===== config.mk =====
export PLATFORM = sky130hd
export DESIGN_NAME = sdram_cmd_monitor
export DESIGN_NICKNAME = d
export VERILOG_FILES = /design/src/rtl/sdram_mon_pkg.sv /design/src/rtl/mon_datapath.sv /design/src/rtl/mon_control.sv /design/src/rtl/sdram_cmd_monitor.sv
export SDC_FILE = /design/constraint.sdc
export NUM_CORES = 1
export LEC_CHECK = 0
export ABC_AREA = 1
export BUFFER_PORTS_ARGS = -buffer_cell sky130_fd_sc_hd__clkbuf_2
export CAP_MARGIN = 40
export CORE_ASPECT_RATIO = 2
export CORE_MARGIN = 4
export CORE_UTILIZATION = 55
export CTS_BUF_LIST = sky130_fd_sc_hd__clkbuf_16
export DETAILED_ROUTE_END_ITERATION = 8
export GPL_TIMING_DRIVEN = 1
export PLACE_DENSITY = 0.87
export SLEW_MARGIN = 5
export SYNTH_ARGS = -nofsm -noshare
export SYNTH_HDL_FRONTEND = slang
export SYNTH_SLANG_ARGS = --single-unit

===== constraint.sdc =====
create_clock -name clk -period 6.9 [get_ports clk]
set_clock_uncertainty 0.05 [all_clocks]
set_input_delay 2.07 -clock clk [delete_from_list [all_inputs] [get_ports clk]]
set_output_delay 2.07 -clock clk [all_outputs]
set_load 0.01 [all_outputs]

===== src/rtl/sdram_mon_pkg.sv =====
package sdram_mon_pkg;

  typedef enum logic [3:0] {
    CMD_NOP      = 4'd0,
    CMD_DESEL    = 4'd1,
    CMD_MRS      = 4'd2,
    CMD_AREF     = 4'd3,
    CMD_SREF_IN  = 4'd4,
    CMD_SREF_OUT = 4'd5,
    CMD_PRE      = 4'd6,
    CMD_ACT      = 4'd7,
    CMD_RD       = 4'd8,
    CMD_WR       = 4'd9,
    CMD_BST      = 4'd10,
    CMD_SUSP     = 4'd11
  } cmd_e;

  typedef enum logic [2:0] {
    ERR_NONE      = 3'd0,
    ERR_MRS_BUSY  = 3'd1,
    ERR_MRS_QUIET = 3'd2,
    ERR_REF_BUSY  = 3'd3,
    ERR_AP_LOCK   = 3'd4,
    ERR_NO_ROW    = 3'd5,
    ERR_ROW_OPEN  = 3'd6,
    ERR_TRP       = 3'd7
  } err_e;

  typedef enum logic [2:0] {
    BK_IDLE     = 3'd0,
    BK_ACTIVE   = 3'd1,
    BK_BURST    = 3'd2,
    BK_BURST_AP = 3'd3,
    BK_RP_WAIT  = 3'd4
  } bank_e;

  // strobes from control to datapath
  typedef struct packed {
    logic errHit;
    err_e errWhy;
  } strobe_t;

  function automatic cmd_e decodeCmd(input logic inSelfRef, input logic ckePrev,
                                     input logic ckeNow, input logic csN,
                                     input logic rasN, input logic casN,
                                     input logic weN);
    cmd_e c;
    if (inSelfRef)     c = ckeNow ? CMD_SREF_OUT : CMD_SUSP;
    else if (!ckePrev) c = CMD_SUSP;
    else if (csN)      c = CMD_DESEL;
    else begin
      unique case ({rasN, casN, weN})
        3'b000:  c = CMD_MRS;
        3'b001:  c = ckeNow ? CMD_AREF : CMD_SREF_IN;
        3'b010:  c = CMD_PRE;
        3'b011:  c = CMD_ACT;
        3'b101:  c = CMD_RD;
        3'b100:  c = CMD_WR;
        3'b110:  c = CMD_BST;
        default: c = CMD_NOP;
      endcase
    end
    return c;
  endfunction

endpackage


===== src/rtl/mon_datapath.sv =====
module mon_datapath
  import sdram_mon_pkg::*;
#(
  parameter int COL_W = 8
) (
  input  logic             clk,
  input  logic             rstN,
  input  logic             cke,
  input  logic             csN,
  input  logic             rasN,
  input  logic             casN,
  input  logic             weN,
  input  logic             ba,
  input  logic             a10,
  input  logic [COL_W-1:0] addrLo,
  input  logic             selfRef,
  input  strobe_t          strobe,
  output cmd_e             curCmd,
  output logic             tgtBank,
  output logic             apBit,
  output logic [3:0]       cmdCode,
  output logic             cmdBank,
  output logic             cmdAllBanks,
  output logic             cmdAutoPre,
  output logic [COL_W-1:0] colAddr,
  output logic             errFlag,
  output logic [2:0]       errCode
);

  logic             ckePrevQ;
  cmd_e             cmdQ;
  logic             bankQ, allQ, apQ, errQ;
  logic [COL_W-1:0] colQ;
  err_e             codeQ;
  logic             isRw, isPreAll;

  assign curCmd   = decodeCmd(selfRef, ckePrevQ, cke, csN, rasN, casN, weN);
  assign tgtBank  = ba;
  assign apBit    = a10;
  assign isRw     = (curCmd == CMD_RD) || (curCmd == CMD_WR);
  assign isPreAll = (curCmd == CMD_PRE) && a10;

  always_ff @(posedge clk) begin
    if (!rstN) begin
      ckePrevQ <= 1'b1;
      cmdQ     <= CMD_NOP;
      bankQ    <= 1'b0;
      allQ     <= 1'b0;
      apQ      <= 1'b0;
      colQ     <= '0;
      errQ     <= 1'b0;
      codeQ    <= ERR_NONE;
    end else begin
      ckePrevQ <= cke;
      cmdQ     <= curCmd;
      allQ     <= isPreAll;
      bankQ    <= isPreAll ? 1'b0 : ba;
      apQ      <= isRw && a10;
      if (isRw) colQ <= addrLo;
      if (strobe.errHit && !errQ) begin
        errQ  <= 1'b1;
        codeQ <= strobe.errWhy;
      end
    end
  end

  assign cmdCode     = cmdQ;
  assign cmdBank     = bankQ;
  assign cmdAllBanks = allQ;
  assign cmdAutoPre  = apQ;
  assign colAddr     = colQ;
  assign errFlag     = errQ;
  assign errCode     = codeQ;

  // error flag never drops while out of reset
  a_r12_flag_sticky: assert property (@(posedge clk) disable iff (!rstN)
    errQ |=> errQ);

  // first reason is kept
  a_r12_code_hold: assert property (@(posedge clk) disable iff (!rstN)
    errQ |=> $stable(codeQ));

endmodule


===== src/rtl/mon_control.sv =====
module mon_control
  import sdram_mon_pkg::*;
#(
  parameter int BURST_LEN = 4,
  parameter int T_RP      = 3,
  parameter int MRS_GAP   = 2
) (
  input  logic    clk,
  input  logic    rstN,
  input  cmd_e    curCmd,
  input  logic    tgtBank,
  input  logic    apBit,
  output logic    selfRef,
  output strobe_t strobe
);

  localparam int BANKS   = 2;
  localparam int CNT_MAX = (BURST_LEN > T_RP) ? BURST_LEN : T_RP;
  localparam int CNT_W   = $clog2(CNT_MAX + 1);
  localparam int GAP_W   = $clog2(MRS_GAP + 1);
  localparam logic [CNT_W-1:0] BL_LOAD = CNT_W'(BURST_LEN - 1);
  localparam logic [CNT_W-1:0] RP_LOAD = CNT_W'(T_RP - 1);

  bank_e            bankSt  [BANKS];
  logic [CNT_W-1:0] bankCnt [BANKS];
  logic [BANKS-1:0] isIdle, rowOpen, busyAp, waitRp, hit;
  logic [GAP_W-1:0] quietCnt;
  logic             selfRefQ;
  err_e             why;
  logic             isRw, quietOk, allIdle, anyBusyAp, applyCmd;

  genvar b;
  generate
    for (b = 0; b < BANKS; b++) begin : g_bank
      assign hit[b]     = (tgtBank == 1'(b));
      assign isIdle[b]  = (bankSt[b] == BK_IDLE) ||
                          ((bankSt[b] == BK_RP_WAIT) && (bankCnt[b] == '0));
      assign rowOpen[b] = (bankSt[b] == BK_ACTIVE) || (bankSt[b] == BK_BURST);
      assign busyAp[b]  = (bankSt[b] == BK_BURST_AP) && (bankCnt[b] != '0);
      assign waitRp[b]  = ((bankSt[b] == BK_BURST_AP) && (bankCnt[b] == '0)) ||
                          ((bankSt[b] == BK_RP_WAIT) && (bankCnt[b] != '0));

      always_ff @(posedge clk) begin
        if (!rstN) begin
          bankSt[b]  <= BK_IDLE;
          bankCnt[b] <= '0;
        end else begin
          case (bankSt[b])
            BK_BURST: begin
              if (bankCnt[b] != '0) bankCnt[b] <= bankCnt[b] - 1'b1;
              else                  bankSt[b]  <= BK_ACTIVE;
            end
            BK_BURST_AP: begin
              if (bankCnt[b] != '0) bankCnt[b] <= bankCnt[b] - 1'b1;
              else begin
                bankSt[b]  <= BK_RP_WAIT;
                bankCnt[b] <= RP_LOAD;
              end
            end
            BK_RP_WAIT: begin
              if (bankCnt[b] != '0) bankCnt[b] <= bankCnt[b] - 1'b1;
              else                  bankSt[b]  <= BK_IDLE;
            end
            default: ;
          endcase
          if (applyCmd) begin
            case (curCmd)
              CMD_PRE: if ((apBit || hit[b]) && rowOpen[b]) bankSt[b] <= BK_IDLE;
              CMD_ACT: if (hit[b]) bankSt[b] <= BK_ACTIVE;
              CMD_RD, CMD_WR: begin
                if (hit[b]) begin
                  bankSt[b]  <= apBit ? BK_BURST_AP : BK_BURST;
                  bankCnt[b] <= BL_LOAD;
                end else if (bankSt[b] == BK_BURST) begin
                  bankSt[b] <= BK_ACTIVE;
                end
              end
              CMD_BST: begin
                if (bankSt[b] == BK_BURST) bankSt[b] <= BK_ACTIVE;
                else if (busyAp[b]) begin
                  bankSt[b]  <= BK_RP_WAIT;
                  bankCnt[b] <= RP_LOAD;
                end
              end
              default: ;
            endcase
          end
        end
      end

      // the recovery count never exceeds its window
      a_r9_rp_bound: assert property (@(posedge clk) disable iff (!rstN)
        (bankSt[b] == BK_RP_WAIT) |-> (int'(bankCnt[b]) < T_RP));
    end
  endgenerate

  assign isRw      = (curCmd == CMD_RD) || (curCmd == CMD_WR);
  assign quietOk   = curCmd inside {CMD_NOP, CMD_DESEL, CMD_SUSP};
  assign allIdle   = &isIdle;
  assign anyBusyAp = |busyAp;

  always_comb begin
    why = ERR_NONE;
    if ((quietCnt != '0) && !quietOk) why = ERR_MRS_QUIET;
    else begin
      case (curCmd)
        CMD_MRS:              if (!allIdle) why = ERR_MRS_BUSY;
        CMD_AREF, CMD_SREF_IN: if (!allIdle) why = ERR_REF_BUSY;
        CMD_ACT: begin
          if (|(waitRp & hit))       why = ERR_TRP;
          else if (!(|(isIdle & hit))) why = ERR_ROW_OPEN;
        end
        CMD_RD, CMD_WR: begin
          if (anyBusyAp)              why = ERR_AP_LOCK;
          else if (!(|(rowOpen & hit))) why = ERR_NO_ROW;
        end
        default: ;
      endcase
    end
  end

  assign applyCmd      = (why == ERR_NONE);
  assign strobe.errHit = !applyCmd;
  assign strobe.errWhy = why;

  always_ff @(posedge clk) begin
    if (!rstN) begin
      quietCnt <= '0;
      selfRefQ <= 1'b0;
    end else begin
      if (quietCnt != '0) quietCnt <= quietCnt - 1'b1;
      if (applyCmd && (curCmd == CMD_MRS)) quietCnt <= GAP_W'(MRS_GAP);
      if (applyCmd && (curCmd == CMD_SREF_IN)) selfRefQ <= 1'b1;
      if (curCmd == CMD_SREF_OUT) selfRefQ <= 1'b0;
    end
  end

  assign selfRef = selfRefQ;

  // the lockout keeps at most one auto-precharge burst alive
  a_r8_single_ap: assert property (@(posedge clk) disable iff (!rstN)
    $countones(busyAp) <= 1);

  // during the mode-set gap both banks stay idle
  a_r6_quiet_idle: assert property (@(posedge clk) disable iff (!rstN)
    (quietCnt != '0) |-> allIdle);

  // self-refresh only ever holds with both banks idle
  a_r7_selfref_idle: assert property (@(posedge clk) disable iff (!rstN)
    selfRefQ |-> allIdle);

  // a burst stop never leaves an auto-precharge burst running
  a_r11_stop_ends: assert property (@(posedge clk) disable iff (!rstN)
    (curCmd == CMD_BST) |=> (busyAp == '0));

endmodule


===== src/rtl/sdram_cmd_monitor.sv =====
module sdram_cmd_monitor
  import sdram_mon_pkg::*;
#(
  parameter int COL_W     = 8,
  parameter int BURST_LEN = 4,
  parameter int T_RP      = 3,
  parameter int MRS_GAP   = 2
) (
  input  logic             clk,
  input  logic             rstN,
  input  logic             cke,
  input  logic             csN,
  input  logic             rasN,
  input  logic             casN,
  input  logic             weN,
  input  logic             ba,
  input  logic             a10,
  input  logic [COL_W-1:0] addrLo,
  output logic [3:0]       cmdCode,
  output logic             cmdBank,
  output logic             cmdAllBanks,
  output logic             cmdAutoPre,
  output logic [COL_W-1:0] colAddr,
  output logic             errFlag,
  output logic [2:0]       errCode
);

  cmd_e    curCmd;
  logic    tgtBank, apBit, selfRef;
  strobe_t strobe;

  mon_datapath #(.COL_W(COL_W)) dp_i (
    .clk(clk), .rstN(rstN), .cke(cke), .csN(csN), .rasN(rasN), .casN(casN),
    .weN(weN), .ba(ba), .a10(a10), .addrLo(addrLo), .selfRef(selfRef),
    .strobe(strobe), .curCmd(curCmd), .tgtBank(tgtBank), .apBit(apBit),
    .cmdCode(cmdCode), .cmdBank(cmdBank), .cmdAllBanks(cmdAllBanks),
    .cmdAutoPre(cmdAutoPre), .colAddr(colAddr), .errFlag(errFlag),
    .errCode(errCode)
  );

  mon_control #(.BURST_LEN(BURST_LEN), .T_RP(T_RP), .MRS_GAP(MRS_GAP)) ctl_i (
    .clk(clk), .rstN(rstN), .curCmd(curCmd), .tgtBank(tgtBank), .apBit(apBit),
    .selfRef(selfRef), .strobe(strobe)
  );

endmodule


Word level (Yosys, flattened, before mapping)

Memory sizes are Yosys's and may differ from the RTL's.
Cells that the tools add are included.

Memories: 2
Logic and storage cells: 274
Output and inout bits: 19
Bits in registers: 23
RAM bits: 12

Memory list:

| name          | depth | bits a word | read ports | clocked after memory_dff | write ports | line              | RTL |
|---|---|---|---|---|---|---|---|
| ctl_i.bankCnt | 2     | 3           | 2          | 0                        | 2           | mon_control.sv:25 | `logic [CNT_W-1:0] bankCnt [BANKS];` |
| ctl_i.bankSt  | 2     | 3           | 2          | 0                        | 2           | mon_control.sv:24 | `bank_e bankSt [BANKS];` |

Add/sub/neg operators: 3
Mux-type cells: 148
Bitwise operators: 35
Reduce and logical (&&, ||, !) cells: 50
Equal/unequal tests: 25

Operator list:

| kind                  | count |
|---|---|
| $mux W3               | 36 |
| $mux W1               | 103 |
| $or A1 B1 Y1          | 30 |
| $pmux W4 S7           | 1 |
| $eq A3 B2 Y1 const B  | 6 |
| $logic_not A3 Y1      | 6 |
| $reduce_or A2 Y1      | 9 |
| $eq A4 B3 Y1 const B  | 4 |
| $eq A4 B4 Y1 const B  | 4 |
| $logic_and A1 B1 Y1   | 16 |
| $mux W4               | 4 |
| $eq A3 B3 Y1 const B  | 5 |
| $pmux W3 S4           | 1 |
| $eq A3 B1 Y1 const B  | 3 |
| $logic_or A1 B1 Y1    | 9 |
| $reduce_bool A3 Y1    | 3 |
| $eq A4 B2 Y1 const B  | 2 |
| $and A2 B2 Y2         | 3 |
| $mux W2               | 3 |
| $sub A3 B1 Y3 const B | 2 |
| $eq A4 B1 Y1 const B  | 1 |
| $logic_not A4 Y1      | 1 |
| $reduce_bool A2 Y1    | 2 |
| $logic_not A1 Y1      | 3 |
| other kinds (3)       | 4 |

Logic depth before layout (Yosys ltp)

Depth in word-level cells: 20
Mapped depth: 18
Gate-level depth less buffers: 18

Cells and area by module

From an unflattened synthesis, not the netlist that was laid out.

Cells, all modules: 359
Area, all modules: 2,408.6 µm²

Modules (own cells, without submodules):

| module       | sequential area each (µm²) | area each (µm²) | cells each | times used |
|---|---|---|---|---|
| mon_control  | 420.4                      | 1,402.6         | 209        | 1 |
| mon_datapath | 400.4                      | 1,006.0         | 150        | 1 |

Worst setup path before layout

No wires, ideal clock.

Kind: input port to flip-flop
Start point: input csN
End point: memory ctl_i.bankSt[1][0] in the netlist's numbering, enable pin
Slack: 3,105 ps
Arrival: 3,468 ps
Buffers on the path: 0
Required time: 6,572 ps
Stages: 14
Cell sequence: inv_1 nand2_1 nor2_1 nand3_1 nand2_1 nand3_1 nand2_1 nand2_2 nand3_1 nand2_2 nand3_1 nand3_1 nor2_1 nand3_1

RTL lines:

| element     | line                    | RTL |
|---|---|---|
| from (decl) | sdram_cmd_monitor.sv:12 | `input logic csN,` |
| to (decl)   | mon_control.sv:24       |  |

==> results.py <==
metrics = {
    "clock_tree": {
        "cts_made_buffers": 5,
        "cts_hold_buf": 0,
        "cts_setup_buffers": 0,
        "clock_sinks": 35,
        "clkTransAtPathRegs_ps": 50,
        "clock_latency_ps": 280,
        "cts_tree": "done",
        "h-tree-depth": 2,
        "clk_path_buf_depth": 2,
        "root_buffer": "clkbuf_16",
        "post_cts_resize_count": 0,
    },
    "global_routing": {
        "grt_max_degree": 22,
        "grt_pass1_wl_mm": 8.880,
        "met2_usage_pct": 42.33,
        "grt_use_met3_pct": 4.186,
        "grt_pass1_vias": 2102,
        "gr-max-usage-layer": "met2",
        "grt_usage_pct": 23.53,
        "antenna_found_initial": 0,
        "use_met1_pct": 22.83,
        "grt.overflow.total": 0,
    },
    "timing": {
        "setup_viol": 0,
        "drv_slew": 0,
        "setup_tns_ps": 0,
        "slew_headroom_pct": 66.20,
        "hold_slack_ps": 415.6,
        "setup_slack_ps": 2802,
        "rsz0062_at_grt": "false",
        "finalHoldViolations": 0,
        "fmax_mhz": 244.0,
        "period_minus_slack_ps": 4098,
        "finalCritPeriodShare_pct": 59.39,
        "tightest_slew_ps": 506.5,
    },
    "floorplan": {
        "die_w_um": 52.18,
        "num_rows": 31,
        "start_util_pct": 58.27,
        "io_pins": 36,
        "dieArea_sq_mm": 0.005028,
        "dieHeight_um": 96.36,
        "core_sq_mm": 0.003685,
    },
    "route": {
        "routed_wl_mm": 5.244,
        "dr.pass1.iters": 4,
        "wl_per_cell_um": 13.34,
        "drtAntennaViolNets": 0,
        "via_per_inst": 5.313,
        "drc": 0,
        "via_count": 2088,
        "drtIter0Drc": 70,
    },
    "setup_path": {
        "r2r_cells": 14,
        "r2r_start": "ctl_i.bankCnt[0][0]",
        "worstSetupPathType": "in -> reg",
        "r2r-end": "ctl_i.bankCnt[0][0]",
        "r2r_setup_slack_ps": 4180,
        "crit_arrival_ps": 4090,
        "start_kind": "primary input",
        "cp-end-kind": "flop",
        "critPathRequiredTime_ps": 6890,
        "crit_fanout": 12,
    },
    "synthesis": {
        "synthSimpleGateAreaFrac_pct": 38.81,
        "netlist_instances": 305,
        "synth_top_family_by_area": "simple AND/OR/NAND/NOR gates",
        "synth.distinct_cells": 39,
        "synthXorXnorAreaFrac_pct": 0.8159,
        "synth_mux_area_share_pct": 0,
        "syn_area_per_cell_sq_um": 7.040,
        "yosys_warnings": 0,
        "synth-compound-area-share_pct": 11.01,
        "synth_fa_ha_area_share_pct": 2.331,
        "synth_area_sq_mm": 0.002147,
        "synth-seq-area-share_pct": 38.23,
        "syn_nets": 326,
        "synth-seq-cells": 35,
    },
    "power": {
        "pwr-share-clk_pct": 37.7,
        "p_per_area_mw_per_mm2": 267.3,
        "p_leak_nw": 1.288,
        "power.share.combinational_pct": 25.3,
        "sw_frac_of_total_pct": 31.30,
        "seq_power_share_pct": 37.0,
        "vdd_drop_max_mv": 0.1930,
        "p_int_w": 0.0004659,
        "total_power_w": 0.0006782,
        "p_sw_w": 0.0002123,
    },
    "worst_hold_path": {
        "min_path_cells": 2,
        "holdPathEnd": "dp_i.errCode[1]",
        "min_path_type": "reg -> reg",
        "min_from": "dp_i.errCode[1]",
    },
    "layout": {
        "final_area_sq_mm": 0.002537,
        "layout_common_cells": "nand2_1 (78), nor2_1 (48), clkbuf_2 (35)",
        "fin_nets": 364,
        "area_growth_syn_to_layout_pct": 18.18,
        "drive_above_1_share_pct": 22.38,
        "diodes": 0,
        "final_common_cell": "nand2_1",
    },
    "placement": {
        "port_buffers": 35,
        "post_dp_cell_area_sq_mm": 0.002369,
        "hpwl_mm": 4.131,
        "gp_congestion": 0.9162,
        "preCtsSetupSlack_ps": 2567,
    },
    "status": {
        "status": "completed",
    },
    "run": {
        "maxCapViolations": 0,
    },
}
[how the worst max path moves through the flow]
stage               slack, ps                  end  startpoint
floorplan                3100   ctl_i.bankSt[1][0]         csN
global placement         2560  ctl_i.bankCnt[0][0]         cke
detailed placement       2570  ctl_i.bankCnt[0][0]         cke
CTS                      2830  ctl_i.bankCnt[0][0]         cke
global route             2620   ctl_i.bankSt[1][0]        casN
finish                   2800  ctl_i.bankCnt[0][0]         cke
[layout make-up]
type | count | area [sq um]
clock buffer | 5 | 125.1
clock inverter | 3 | 43.79
fill | 308 | 1147
inverter | 44 | 173.9
multi-input combinational | 222 | 1137
sequential | 35 | 820.8
tap | 49 | 61.31
timing repair buffer | 35 | 175.2
[registers in the layout, summed over array words and instances (netlist names), 2 cells and up]
name	flops
dp_i.colAddr	8
ctl_i.bankCnt	6
ctl_i.bankSt	6
dp_i.cmdCode	4
dp_i.errCode	3
ctl_i.quietCnt	2
[Yosys cell counts (all sizes together)]
cell / number / area share, %
clkbuf: 4 / 0.70
xor2: 2 / 0.82
and3: 1 / 0.29
dfxtp: 23 / 21
o21ai: 17 / 4.1
clkinv: 1 / 0.23
ha: 4 / 2.3
nand2: 87 / 17
inv: 43 / 7.9
nand3: 25 / 6.6
a31oi: 1 / 0.29
a21oi: 12 / 3.7
nor2: 53 / 11
nand4: 4 / 1.2
nor3b: 1 / 0.35
or2: 1 / 0.29
o21bai: 2 / 0.70
a211oi: 2 / 0.93
nor3: 6 / 1.6
nand3b: 1 / 0.35
o211ai: 3 / 1.3
edfxtp: 12 / 17
[critical path, stage by stage]
cell and delay [ps]:
clkbuf_2 100, inv_2 80, nand2_1 80, o21ai_1 210, a21oi_4 90, nand2_2 210, inv_2 130, nand2_1 90
nand2_1 50, nand2_1 70, inv_2 70, nor2_8 150, nand2_8 100, nor3_1 240, nand3_1 210, nand2_1 110
inv_1 40
[power groups by stage]
| stage | sequential [W] | clock, W | combinational, W |
|---|---|---|---|
| floorplan | 0.000258 | 0 | 0.000123 |
| global placement | 0.000255 | 0 | 0.000166 |
| detailed placement | 0.000256 | 0 | 0.000170 |
| CTS | 0.000251 | 0.000258 | 0.000172 |
| global route | 0.000254 | 0.000267 | 0.000193 |
| finish | 0.000251 | 0.000256 | 0.000172 |
[per-layer routing]
metal | routed length [um] | vias to the layer above
met5 | 0 | -
met3 | 248 | 28
met2 | 2986 | 71
met1 | 1735 | 931
li1 | - | 1058
met4 | 274 | 0
[cells by family after synthesis]
family | Yosys count
xor+xnor | 2
buf+inv | 48
simple gates | 179
flops | 35
fa+ha+maj | 4
compound gates | 37
[metrics by stage]
step | utilization, % | cells
2_1_floorplan | - | 305
4_1_cts | 68.86 | 393
3_3_place_gp | 64.28 | 385
3_5_place_dp | 64.28 | 385
6_report | 68.86 | 393
5_1_grt | 68.86 | 393
Power figures use the tool's default switching activity.
